### config.mk
export PLATFORM = sky130hd
export DESIGN_NAME = ea_walker
export DESIGN_NICKNAME = d
export VERILOG_FILES = /design/src/rtl/ea_walker.sv
export SDC_FILE = /design/constraint.sdc
export NUM_CORES = 1
export LEC_CHECK = 0
export ABC_AREA = 1
export ABC_CLOCK_PERIOD_IN_PS = 9500
export BUFFER_PORTS_ARGS = -buffer_cell sky130_fd_sc_hd__buf_2
export CORE_MARGIN = 8
export CORE_UTILIZATION = 40
export CTS_CLUSTER_SIZE = 28
export DETAILED_ROUTE_END_ITERATION = 16
export PLACE_DENSITY = 0.74
export RECOVER_POWER = 50
export SETUP_SLACK_MARGIN = 0.4
export SYNTH_ARGS = -nofsm -noshare
export SYNTH_HDL_FRONTEND = slang
export SYNTH_SLANG_ARGS = --single-unit
### constraint.sdc
create_clock -name clk -period 9.5 [get_ports clk]
set_input_delay 0.95 -clock clk [delete_from_list [all_inputs] [get_ports clk]]
set_output_delay 0.95 -clock clk [all_outputs]
set_load 0.05 [all_outputs]
### src/rtl/ea_walker.sv
module ea_walker #(
  parameter int AW = 18,
  parameter int WW = 36,
  parameter int MAX_DEPTH = 8
) (
  input  logic            clk,
  input  logic            rst_n,
  input  logic            start,
  input  logic [AW-1:0]   ins_y,
  input  logic [5:0]      ins_tag,
  input  logic [8*AW-1:0] xr,
  input  logic [WW-1:0]   a_reg,
  input  logic [WW-1:0]   q_reg,
  input  logic [AW-1:0]   ic,
  output logic            mem_req,
  output logic [AW-1:0]   mem_addr,
  input  logic            mem_valid,
  input  logic [WW-1:0]   mem_data,
  output logic            busy,
  output logic            done,
  output logic [AW-1:0]   ea,
  output logic            imm,
  output logic            imm_upper,
  output logic            fault
);
  localparam int DW = $clog2(MAX_DEPTH + 1);
  localparam int HW = WW / 2;

  typedef enum logic [1:0] {S_IDLE, S_EVAL, S_WAIT} st_t;
  localparam logic [1:0] M_R = 2'b00, M_RI = 2'b01, M_IT = 2'b10, M_IR = 2'b11;
  localparam logic [3:0] D_DU = 4'b0011, D_DL = 4'b0111;

  st_t         st;
  logic [AW-1:0] cur_y;
  logic [5:0]    cur_tag;
  logic [3:0]    sv_des;
  logic          sv_on;
  logic [DW-1:0] depth;

  logic [1:0]    mode;
  logic [3:0]    des, use_des;
  logic [AW-1:0] rval, sum;
  logic          des_imm, at_limit;

  assign busy     = (st != S_IDLE);
  assign mode     = cur_tag[5:4];
  assign des      = cur_tag[3:0];
  assign use_des  = (sv_on && mode == M_R) ? sv_des : des;
  assign des_imm  = (des == D_DU) || (des == D_DL);
  assign at_limit = (depth == DW'(MAX_DEPTH));
  assign sum      = cur_y + rval;

  always_comb begin
    case (use_des)
      4'b0001: rval = AW'(a_reg[WW-1:HW]);
      4'b0010: rval = AW'(q_reg[WW-1:HW]);
      4'b0100: rval = ic;
      4'b0101: rval = AW'(a_reg[HW-1:0]);
      4'b0110: rval = AW'(q_reg[HW-1:0]);
      default: rval = use_des[3] ? xr[use_des[2:0]*AW +: AW] : '0;
    endcase
  end

  always_ff @(posedge clk) begin
    if (!rst_n) begin
      st        <= S_IDLE;
      cur_y     <= '0;
      cur_tag   <= '0;
      sv_des    <= '0;
      sv_on     <= 1'b0;
      depth     <= '0;
      mem_req   <= 1'b0;
      mem_addr  <= '0;
      done      <= 1'b0;
      ea        <= '0;
      imm       <= 1'b0;
      imm_upper <= 1'b0;
      fault     <= 1'b0;
    end else begin
      done    <= 1'b0;
      mem_req <= 1'b0;
      case (st)
        S_IDLE: if (start) begin
          cur_y   <= ins_y;
          cur_tag <= ins_tag;
          sv_on   <= 1'b0;
          depth   <= '0;
          st      <= S_EVAL;
        end
        S_WAIT: if (mem_valid) begin
          cur_y   <= mem_data[WW-1:WW-AW];
          cur_tag <= mem_data[5:0];
          st      <= S_EVAL;
        end
        default: begin
          st        <= S_IDLE;
          done      <= 1'b1;
          ea        <= '0;
          imm       <= 1'b0;
          imm_upper <= 1'b0;
          fault     <= 1'b0;
          if (mode == M_R) begin
            if (!sv_on && des_imm) begin
              ea        <= cur_y;
              imm       <= 1'b1;
              imm_upper <= (des == D_DU);
            end else begin
              ea <= sum;
            end
          end else if (mode == M_IT || des_imm || at_limit) begin
            fault <= 1'b1;
          end else begin
            done     <= 1'b0;
            st       <= S_WAIT;
            mem_req  <= 1'b1;
            depth    <= depth + 1'b1;
            mem_addr <= (mode == M_RI) ? sum : cur_y;
            if (mode == M_IR && !sv_on) begin
              sv_on  <= 1'b1;
              sv_des <= des;
            end
          end
        end
      endcase
    end
  end
endmodule


==> impl_results.md <==
* Fill count at 1533
* Clk root buf: clkbuf_16
* CP max-delay cell: nor2_1
* F_max at 155 MHz
* Vias after detailed routing at 8087
* Min Clock Period, post-route at 6.46 ns
* Vias/cell at 5.75
* Finished Cell Area at 0.00780 mm²
* Post-Synthesis Cells at 935
* Total core area at 0.0145 mm²
* Largest family of logic cells by synthesized area: simple AND/OR/NAND/NOR gates
* Sink Count at 76
* Post-CTS Setup Inserts at 0
* Post-layout util at 0.537
* Sequential Area at 0.00152 mm²
* Post-cts resize count at 0
* Pre-CTS WS at 4.25 ns
* Worst Hold Slack at 0.465 ns
* Setup TNS Final at 0 ns
* Clock Path Buffers at 2
* Worst-margin pin slew at 1.87 ns
* DRC at 0
* Critical path capture point type: flop
* Status: complete, but fails checks
* Top FF cell, synth: dfxtp_1
* Crit path kind: flop to flop
* Vias in the first global route at 7651
* Worst Hold Class: flop to flop
* Critical path peak fanout at 34
* CTS tree: built
* Post-synth EDFFs at 0
* Total power at 1.24 mW
* Tcrit/Tclk final at 0.680
* Ys async rst share at 0
* Critical Path Stages at 20
* Final GP Congestion at 0.947
* Xor-xnor portion of the synthesized cell area at 0.0177
* CTS H-tree depth at 3
* Nature of the critical path startpoint: flop
* Final std cells w/o fill at 1406
* Hold path depth at 2
* DPL Wire Length at 22300 µm
* Placed Area at 0.00757 mm²
* First-pass GRT wire length at 41400 µm
* CP max stage delay at 1.40 ns
* WP data arrival at 6.64 ns
* Worst Min Path Start: ea[13]
* Synth Area in Simple Gates at 0.320
* Worst EP required at 9.68 ns
* Cell area power density at 159 mW/mm²
* Gr ovfl total at 0
* Setup Viol. Count Final at 0
* Synth Area in Compound Gates at 0.272
* Maxcap violations at 2
* Sequential share of the synthesized area at 0.256
* Most prevalent standard cell on the critical path: nand2_2
* Largest delay share family, worst path: simple AND/OR/NAND/NOR gates
* Initial antenna violation count at 3
* Buf+Inv Stages, Crit Path at 1
* Std-Cell Rows at 44
* Post-Syn Area per Cell at 6.35 µm²
* Max IR drop VDD at 0.0000977 V
* RSZ-0062 raised after global routing: false
* Violated checks: capacitance limit, slew limit
* DR WL/cell at 19.9 µm
* DP Cell Count at 1389
* Worst setup margin at 3.04 ns
* Worst skew pair latency at 0.34 ns
* Worst Setup SP: cur_tag[5]
* Num CTS Buffers at 9
* Worst-path cell chain: nor2_1, nand2_2, nand2_2, nand2_2, nor2_4, inv_2, o22ai_1, o21ai_0, nand3_1, nand4_1, ha_1, nand2_1, nor3_1, nor2_1, o21ai_0, a21boi_0, o211ai_1, nand3_1, nand2_1, a21oi_1
* Die width at 138 µm
* Synth Area in Adders at 0.0434
* Post-Syn Area at 0.00593 mm²
* Setup Skew at 0.00876 ns
* Die Area at 0.0190 mm²
* Synth Warn # at 0
* Slew Viols, Final at 75
* Post-cts hold buffer count at 0
* Die Ht at 138 µm
* Ratio of cells with drive above 1 in the final layout at 0.266
* Tot GR Track Use at 0.281
* Post-synthesis mux area share at 0
* Worst r2r src: cur_tag[5]
* Largest net degree at the start of global routing at 49
* DRT Pass-1 Iters at 5
* Hold Vio Cnt, Final at 0
* Cell variety after synth at 42
* Post-synthesis net count at 1253
* Initial Util at 0.408
* Fin nets at 1534
* WL final at 27900 µm
* Slew HR at -0.253
* 1st-iter DRT viols at 735
* ANT nets after route at 0
* Area growth from synthesis to layout at 31.5%
* Pleak at 3.67 nW
* Flops & latches, synth at 76
* CTS clock-pin slew for the worst setup and hold paths at 0.06 ns
* Io pins at 340
* Worst r2r path cells at 20
* Multi-input gate area in the final layout at 0.00387 mm²
* I/O Buffers at 327
==> layout by cell type, fill, tap and decap left out, types with 4 or more instances in the layout <==
master and n:
o22ai_1 60, nand2_2 7, clkbuf_1 45, buf_4 6
ha_1 19, a21oi_1 49, inv_2 4, nor2_4 4
nand3_1 123, o21ai_0 77, nand4_1 29, o21ai_1 7
xor2_1 6, clkbuf_16 9, inv_1 62, buf_2 284
a31oi_1 51, o211ai_1 7, o31ai_1 8, dfxtp_1 76
xnor2_1 6, nor2_1 55, nand2_1 192
==> worst register-to-register path: cells and delay by family (launching register included) <==
kind / cells / cell delay [ns]
DFF: 1 / 0.36
buffers and inverters: 1 / 0.42
AOI/OAI and AO/OA: 6 / 1.47
adders and majority gates: 1 / 0.44
and+or+nand+nor: 12 / 3.63
==> registers in the layout (all words and copies together), names as in the netlist, 2 cells and up <==
name      flops
cur_y        18
ea           18
mem_addr     18
cur_tag       6
depth         4
sv_des        4
st            2
==> Yosys cell counts (2+ instances only) <==
cell type,instances,area (µm²)
nor2_4,5,56.3
o21ai_0,77,385
nand4_1,29,181
o21a_1,2,15.0
nand3b_1,3,22.5
clkbuf_1,40,150
o2111ai_1,3,26.3
nand2_1,192,721
a31oi_1,51,319
nand2_2,7,43.8
dfxtp_1,76,1520
o22ai_1,60,375
inv_2,4,15.0
nor2_1,54,203
inv_1,62,233
buf_2,19,95.1
xnor2_1,6,52.6
a221oi_1,3,26.3
a21o_1,2,15.0
xor2_1,6,52.6
a21oi_1,49,245
o21ai_1,7,35.0
ha_1,19,238
o211ai_1,7,52.6
o31ai_1,8,60.1
nand3_1,123,616
nor3_1,3,15.0
buf_4,3,22.5
a211oi_1,2,15.0
==> path summary, 6_finish.rpt <==
path / endpoint / slack, ns
max reg2reg: mem_addr[12] / 3.04
min: ea[13] / 0.47
min reg2reg: ea[13] / 0.47
max: mem_addr[12] / 3.04
==> cell families after synthesis <==
group           after synthesis
compound gates              276
xor+xnor                     12
fa+ha+maj                    20
buf+inv                     131
flops                        76
simple gates                420
==> where the power goes <==
part	switching, mW	leakage (nW)	internal, mW
sequential	0.0267	0.621	0.341
combinational	0.354	2.91	0.180
clock	0.137	0.139	0.203
==> layout make-up <==
cell class | instances | area share
inverter | 67 | 0.0322
tap | 184 | 0.0295
sequential | 76 | 0.195
clock buffer | 10 | 0.0294
multi-input combinational | 728 | 0.496
timing repair buffer | 334 | 0.209
antenna | 1 | 0.000321
clock inverter | 6 | 0.00818
==> metal layers <==
metal / global-route usage / wire [µm]
met5: 0 / 27
met1: 0.343 / 11400
met4: 0.0979 / 863
met3: 0.0711 / 2690
met2: 0.470 / 12900
Note: power is estimated with default switching activity, not from simulation.
